**src/rtl/synth_ser_pkg.sv**
```systemverilog
package synth_ser_pkg;

  localparam int WORD_W   = 21;
  localparam int REF_OFS  = 150;
  localparam int MAIN_OFS = 170;

  typedef enum logic [1:0] {
    WSEL_FUNC = 2'd0,
    WSEL_REF  = 2'd1,
    WSEL_FB   = 2'd2
  } wsel_e;

  typedef struct packed {
    logic [7:0] ref_c;   // reference count minus REF_OFS
    logic [2:0] swal;    // swallow count
    logic [4:0] main_c;  // main count minus MAIN_OFS
  } chan_ent_t;

  function automatic chan_ent_t pack_entry(input int r, input int m, input int s);
    chan_ent_t e;
    e.ref_c  = 8'(r - REF_OFS);
    e.swal   = 3'(s);
    e.main_c = 5'(m - MAIN_OFS);
    return e;
  endfunction

  function automatic chan_ent_t chan_table(input logic [2:0] idx);
    chan_ent_t e;
    case (idx)
      3'd0:    e = pack_entry(173, 190, 7);
      3'd1:    e = pack_entry(163, 180, 1);
      3'd2:    e = pack_entry(164, 181, 3);
      3'd3:    e = pack_entry(165, 182, 5);
      3'd4:    e = pack_entry(175, 193, 7);
      3'd5:    e = pack_entry(158, 175, 2);
      3'd6:    e = pack_entry(157, 174, 2);
      default: e = pack_entry(180, 199, 7);
    endcase
    return e;
  endfunction

endpackage

```
**src/rtl/synth_chan_rom.sv**
```systemverilog
module synth_chan_rom
  import synth_ser_pkg::*;
#(
  parameter int NCHAN = 8,
  localparam int CH_W = $clog2(NCHAN)
)(
  input  logic             clk,
  input  logic             rd_en,
  input  logic [CH_W-1:0]  addr,
  output chan_ent_t        rdata
);

  chan_ent_t mem [NCHAN];

  for (genvar i = 0; i < NCHAN; i++) begin : g_ent
    assign mem[i] = chan_table(3'(i % 8));
  end

  // registered read so the table maps onto a synchronous ROM
  always_ff @(posedge clk) begin
    if (rd_en) rdata <= mem[addr];
  end

endmodule

```
**src/rtl/synth_word_pack.sv**
```systemverilog
module synth_word_pack
  import synth_ser_pkg::*;
#(
  parameter logic [15:0] FIELD_NORM  = 16'h2104,
  parameter logic [15:0] FIELD_RTEST = 16'h2110,
  parameter logic [15:0] FIELD_FBPIN = 16'h0108
)(
  input  chan_ent_t          ent,
  input  logic [1:0]         mode,
  input  wsel_e              wsel,
  output logic [WORD_W-1:0]  word
);

  logic [7:0]  ref_full;
  logic [7:0]  main_full;
  logic [15:0] fn_field;

  always_comb begin
    ref_full  = ent.ref_c + 8'(REF_OFS);
    main_full = {3'b000, ent.main_c} + 8'(MAIN_OFS);
    case (mode)
      2'd1:    fn_field = FIELD_RTEST;
      2'd2:    fn_field = FIELD_FBPIN;
      default: fn_field = FIELD_NORM;
    endcase
    case (wsel)
      WSEL_FUNC: word = {3'b000, fn_field, 2'b11};
      WSEL_REF:  word = {1'b1, 2'b00, 8'h00, ref_full, 2'b00};
      default:   word = {6'b000000, main_full, 2'b00, ent.swal, 2'b01};
    endcase
  end

endmodule

```
**src/rtl/synth_shift_engine.sv**
```systemverilog
module synth_shift_engine #(
  parameter int WORD_W = 21,
  localparam int CNT_W = $clog2(WORD_W)
)(
  input  logic              clk,
  input  logic              rst,
  input  logic              tick,
  input  logic              go,
  input  logic [WORD_W-1:0] word,
  output logic              sdata,
  output logic              sclk,
  output logic              sle,
  output logic              ready,
  output logic              latched
);

  typedef enum logic [2:0] {E_IDLE, E_LOW, E_HIGH, E_LATCH, E_HOLD} est_e;

  est_e              st;
  logic [WORD_W-1:0] shreg;
  logic [CNT_W-1:0]  cnt;

  assign ready = (st == E_IDLE);

  always_ff @(posedge clk) begin
    if (rst) begin
      st      <= E_IDLE;
      shreg   <= '0;
      cnt     <= '0;
      sdata   <= 1'b0;
      sclk    <= 1'b1;
      sle     <= 1'b1;
      latched <= 1'b0;
    end else begin
      latched <= 1'b0;
      case (st)
        E_IDLE: begin
          if (go) begin
            shreg <= word;
            cnt   <= '0;
            st    <= E_LOW;
          end
        end
        E_LOW: begin
          if (tick) begin
            sclk  <= 1'b0;
            sle   <= 1'b0;
            sdata <= shreg[WORD_W-1];
            shreg <= {shreg[WORD_W-2:0], 1'b0};
            st    <= E_HIGH;
          end
        end
        E_HIGH: begin
          if (tick) begin
            sclk <= 1'b1;
            if (cnt == CNT_W'(WORD_W - 1)) begin
              cnt <= '0;
              st  <= E_LATCH;
            end else begin
              cnt <= cnt + 1'b1;
              st  <= E_LOW;
            end
          end
        end
        E_LATCH: begin
          if (tick) begin
            sle     <= 1'b1;
            latched <= 1'b1;
            st      <= E_HOLD;
          end
        end
        default: begin
          if (tick) st <= E_IDLE;
        end
      endcase
    end
  end

  AST_DATA_HELD_HIGH: assert property (@(posedge clk) disable iff (rst)
    !$stable(sdata) |-> !sclk);
  AST_RISE_UNDER_LOW_LE: assert property (@(posedge clk) disable iff (rst)
    $rose(sclk) |-> !sle);
  AST_IDLE_LINES_HIGH: assert property (@(posedge clk) disable iff (rst)
    (st == E_IDLE) |-> (sclk && sle));
  AST_BIT_COUNT_RANGE: assert property (@(posedge clk) disable iff (rst)
    cnt < CNT_W'(WORD_W));

endmodule

```
**src/rtl/synth_word_serializer.sv**
```systemverilog
module synth_word_serializer
  import synth_ser_pkg::*;
#(
  parameter int NCHAN = 8,
  localparam int CH_W = $clog2(NCHAN)
)(
  input  logic            clk,
  input  logic            rst,
  input  logic            tick,
  input  logic            start,
  input  logic            with_func,
  input  logic [CH_W-1:0] chan,
  input  logic [1:0]      mode,
  output logic            syn_data,
  output logic            syn_clk,
  output logic            syn_le,
  output logic            busy,
  output logic            done
);

  typedef enum logic [1:0] {S_IDLE, S_FETCH, S_ISSUE, S_WAIT} sst_e;

  sst_e              st;
  wsel_e             wsel;
  logic [CH_W-1:0]   ch_q;
  logic [1:0]        mode_q;
  logic              accept;
  chan_ent_t         ent;
  logic [WORD_W-1:0] word;
  logic              eng_go;
  logic              eng_ready;
  logic              eng_latched;

  assign accept = (st == S_IDLE) && start;
  assign eng_go = (st == S_ISSUE) && eng_ready;

  synth_chan_rom #(.NCHAN(NCHAN)) u_rom (
    .clk   (clk),
    .rd_en (accept),
    .addr  (chan),
    .rdata (ent)
  );

  synth_word_pack u_pack (
    .ent  (ent),
    .mode (mode_q),
    .wsel (wsel),
    .word (word)
  );

  synth_shift_engine #(.WORD_W(WORD_W)) u_eng (
    .clk     (clk),
    .rst     (rst),
    .tick    (tick),
    .go      (eng_go),
    .word    (word),
    .sdata   (syn_data),
    .sclk    (syn_clk),
    .sle     (syn_le),
    .ready   (eng_ready),
    .latched (eng_latched)
  );

  always_ff @(posedge clk) begin
    if (rst) begin
      st     <= S_IDLE;
      wsel   <= WSEL_REF;
      ch_q   <= '0;
      mode_q <= '0;
      busy   <= 1'b0;
      done   <= 1'b0;
    end else begin
      done <= 1'b0;
      case (st)
        S_IDLE: begin
          if (start) begin
            ch_q   <= chan;
            mode_q <= mode;
            wsel   <= with_func ? WSEL_FUNC : WSEL_REF;
            busy   <= 1'b1;
            st     <= S_FETCH;
          end
        end
        S_FETCH: st <= S_ISSUE;
        S_ISSUE: begin
          if (eng_ready) st <= S_WAIT;
        end
        default: begin
          if (eng_latched) begin
            if (wsel == WSEL_FB) begin
              done <= 1'b1;
              busy <= 1'b0;
              st   <= S_IDLE;
            end else begin
              wsel <= (wsel == WSEL_FUNC) ? WSEL_REF : WSEL_FB;
              st   <= S_ISSUE;
            end
          end
        end
      endcase
    end
  end

  AST_DONE_AFTER_LATCH: assert property (@(posedge clk) disable iff (rst)
    done |-> $past(eng_latched));
  AST_DONE_SINGLE: assert property (@(posedge clk) disable iff (rst)
    done |=> !done);
  AST_BUSY_START_DROPPED: assert property (@(posedge clk) disable iff (rst)
    (busy && start) |=> ($stable(ch_q) && $stable(mode_q)));
  AST_IDLE_QUIET: assert property (@(posedge clk) disable iff (rst)
    (!busy && !done) |-> (syn_le || !eng_ready) );

endmodule

```
**config.mk**
```make
export PLATFORM = sky130hd
export DESIGN_NAME = synth_word_serializer
export DESIGN_NICKNAME = d
export VERILOG_FILES = /design/src/rtl/synth_ser_pkg.sv /design/src/rtl/synth_chan_rom.sv /design/src/rtl/synth_word_pack.sv /design/src/rtl/synth_shift_engine.sv /design/src/rtl/synth_word_serializer.sv
export SDC_FILE = /design/constraint.sdc
export NUM_CORES = 1
export LEC_CHECK = 0
export CORE_MARGIN = 5
export CORE_UTILIZATION = 32
export CTS_BUF_LIST = sky130_fd_sc_hd__clkbuf_16
export CTS_CLUSTER_SIZE = 10
export DETAILED_ROUTE_END_ITERATION = 12
export PLACE_DENSITY_LB_ADDON = 0.1
export SLEW_MARGIN = 20
export SYNTH_ARGS = -nofsm -noshare
export SYNTH_HDL_FRONTEND = slang
export SYNTH_SLANG_ARGS = --single-unit
```
**constraint.sdc**
```tcl
create_clock -name clk -period 5.3 [get_ports clk]
set_clock_uncertainty 0.2 [all_clocks]
set_input_delay 0.795 -clock clk [delete_from_list [all_inputs] [get_ports clk]]
set_output_delay 0.795 -clock clk [all_outputs]
set_load 0.05 [all_outputs]
```
==> flow_summary_export.csv <==
group,metric,value,unit
clock_tree,post_cts_buffers,0,
power_and_ir_drop,power_density,449.9,mW/mm2
global_routing,grt_pass1_vias,1962,
worst_setup_path,reg2regPathDepth,6,
synth,synth_cell_types,54,
detailed_routing,route.antenna.remaining_nets,0,
worst_setup_path,reg2reg_from,"st[0]",
timing,slew_headroom,0.6008,
floorplanning,num_io_pins,15,
floorplanning,die_h,101.9,um
synth,synth_seq_cells,53,
timing,finalSetupViolations,0,
detailed_routing,met3WireLength,135,um
synth,yosys.area.top_type,"dfxtp_1",
global_routing,grt_pass1_wl,9570,um
detailed_routing,viasPerCell,4.983,
placement,gp_congestion,0.7043,
detailed_routing,firstDrtPassIters,4,
timing,slew_violations,0,
timing,finalHoldViolations,0,
timing,rsz0062_at_grt,"false",
detailed_routing,via_count,2028,
finish,multi_input_area,0.001339,mm2
worst_setup_path,cp-start-kind,"input pin",
finish,syn_to_final_growth,12.00,%
global_routing,grt-ovfl-total,0,
timing,timing.final.crit_share,0.4871,
clock_tree,htreeDepth,2,
min_path,holdPathEnd,"u_eng.shreg[18]",
synth,synth_nets,324,
finish,drive_gt1_frac,0.06954,
worst_setup_path,crit_required,5290,ps
finish,seq_area,0.001181,mm2
detailed_routing,m1WireLength,2788,um
clock_tree,cts_made_buffers,5,
clock_tree,clk_pin_slew,70,ps
floorplanning,chipWidth,101.9,um
detailed_routing,drt_iter0_markers,80,
min_path,holdCritStartpoint,"u_eng.shreg[18]",
finish,nFillCells,859,
placement,placed_area,0.002882,mm2
run_status,status,"completed",
synth,synth.avg_cell_area,9.095,um2
detailed_routing,wire_per_inst,13.76,um
min_path,hold_class,"reg2reg",
clock_tree,cts.sinks,53,
finish,final_area,0.003025,mm2
synth,seq_area_frac_synth,0.4372,
synth,synth_top_area_share,0.3038,
global_routing,grt_start_max_net_pins,42,
finish,n_antenna_cell,0,
timing,fmax,387.3,MHz
floorplanning,coreArea,0.008217,mm2
global_routing,antenna_found_initial,0,
synth,yosys-top-cells-area,"dfxtp_1, edfxtp_1, ha_1",
placement,dp_hpwl,3826,um
clock_tree,clk_latency,300,ps
worst_setup_path,critical_path_arrival,2570,ps
detailed_routing,wl_met2,2601,um
detailed_routing,drc,0,
clock_tree,hold_buffers,0,
synth,async_flop_share,0,
power_and_ir_drop,ir_worst_vdd,187.7,uV
synth,ys.flop_type,"dfxtp_1",
floorplanning,start_util,0.3288,
synth,yosysMostFrequentCell,"dfxtp_1",
detailed_routing,drt_wl_total,5600,um
worst_setup_path,path_class,"in2reg",
synth,synth_cells,297,
worst_setup_path,rr_endpoint,"u_eng.shreg[6]",
timing,tns,0,ps
floorplanning,rows,33,
synth,synth_area,0.002701,mm2
clock_tree,clock_path_buffers,2,
flow_run,max-cap-violations,0,
min_path,worstHoldPathCells,2,
worst_setup_path,cp_max_fo,19,
timing,worst_pin_slew,598.0,ps
power_and_ir_drop,power_leakage,1.140,nW
worst_setup_path,r2r_slack,2990,ps
timing,fin_crit,2582,ps
floorplanning,dieArea,0.01038,mm2
synth,synth_edf_count,12,
finish,final_nets,328,
worst_setup_path,worstSetupEndpointType,"flip-flop",
clock_tree,clockRootBuffer,"clkbuf_16",
synth,synthTopCellsByCount,"dfxtp_1, nand2_1, a21oi_1",
detailed_routing,top_layer_used,"met4",
synth,yosys_warnings,0,
global_routing,grt_util_all_layers,0.1166,
clock_tree,cts_tree,"built",
clock_tree,cts-resized-gates,0,
placement,port_buffers,14,
-- cell families (layout without fill, tap and decap cells) --
logic type	after synthesis	after routing	share of synthesized area
muxes	5	5	0.01945
and+or+nand+nor	107	107	0.2029
AOI/OAI and AO/OA	72	72	0.1816
xor gates and xnor gates	4	4	0.01297
adders and majority gates	17	17	0.07874
DFF	53	53	0.4372
buffers and inverters	39	44	0.06716
-- layout by cell type (no fill, tap or decap), types with 2 or more instances in the layout --
| cell type | Yosys | final |
|---|---|---|
| a211o_1 | 4 | 4 |
| a211oi_1 | 10 | 10 |
| a21oi_1 | 28 | 28 |
| a221o_1 | 2 | 2 |
| a221oi_1 | 4 | 4 |
| a31oi_1 | 2 | 2 |
| and2_1 | 3 | 3 |
| buf_4 | 1 | 2 |
| clkbuf_16 | 0 | 5 |
| clkdlybuf4s50_1 | 0 | 14 |
| clkinvlp_4 | 0 | 2 |
| dfxtp_1 | 41 | 41 |
| edfxtp_1 | 12 | 12 |
| ha_1 | 17 | 17 |
| inv_1 | 20 | 21 |
| mux2_2 | 2 | 2 |
| mux2i_1 | 3 | 3 |
| nand2_1 | 29 | 29 |
| nand2b_1 | 4 | 4 |
| nand3_1 | 10 | 10 |
| nor2_1 | 25 | 25 |
| nor2b_1 | 4 | 4 |
| nor3_1 | 14 | 14 |
| o211ai_1 | 6 | 6 |
| o21ai_0 | 7 | 7 |
| or3_1 | 2 | 2 |
| xnor2_1 | 2 | 2 |
| xor2_1 | 2 | 2 |
-- routing by layer --
layer,GRT usage,vias up
met1,0.1555,951
met4,0.03734,0
li1,-,1052
met3,0.02526,6
met5,0,-
met2,0.1891,19
-- metrics by stage --
| step | cells | setup WS [ps] | total power, mW | hold WS [ps] | utilization |
|---|---|---|---|---|---|
| floorplan | 297 | 3315 | 0.9524 | 232.1 | - |
| global placement | 399 | 2505 | 1.054 | 242.3 | 0.3507 |
| detailed placement | 399 | 2431 | 1.053 | 247.4 | 0.3507 |
| CTS | 407 | 2709 | 1.381 | 256.7 | 0.3682 |
| global route | 407 | 2522 | 1.469 | 279.8 | 0.3682 |
| finish | 407 | 2718 | 1.361 | 255.2 | 0.3682 |
-- critical path: stages --
cell and delay (ps):
clkdlybuf4s50_1 610, nand4bb_1 300, nand2_2 380, o21ai_0 170
a221oi_1 310
-- how the worst max path moves through the flow --
stage / from / endpoint / slack, ps / depth (start not counted)
finish: tick / u_eng.shreg[6] / 2720 / 5
global route: tick / u_eng.shreg[6] / 2520 / 5
CTS: tick / u_eng.shreg[6] / 2710 / 5
detailed placement: tick / u_eng.shreg[6] / 2430 / 5
global placement: tick / u_eng.shreg[6] / 2510 / 5
floorplan: st[0] / u_eng.shreg[13] / 3320 / 7
-- cell type report --
class	count	area share
Multi-Input combinational cell	205	0.4425
Sequential cell	53	0.3904
Timing Repair Buffer	16	0.05128
Tap cell	105	0.04342
Clock buffer	5	0.04136
Inverter	20	0.02481
Clock inverter	3	0.006203
-- sequential cells by signal (all words and copies together), names as in the netlist --
| signal | count |
|---|---|
| u_eng.latched | 1 |
| u_eng.cnt | 5 |
| done | 1 |
| u_eng.sclk | 1 |
| wsel | 2 |
| u_eng.sle | 1 |
| st | 2 |
| u_eng.st | 3 |
| mode_q | 2 |
| busy | 1 |
| u_eng.shreg | 21 |
| u_eng.sdata | 1 |
| u_rom.rdata | 12 |
-- report_power, final --
group          switching, mW  total, mW  internal, mW
clock                  0.151      0.325         0.174
combinational          0.274      0.461         0.186
sequential            0.0724      0.575         0.503
Power figures use the tool's default switching activity.
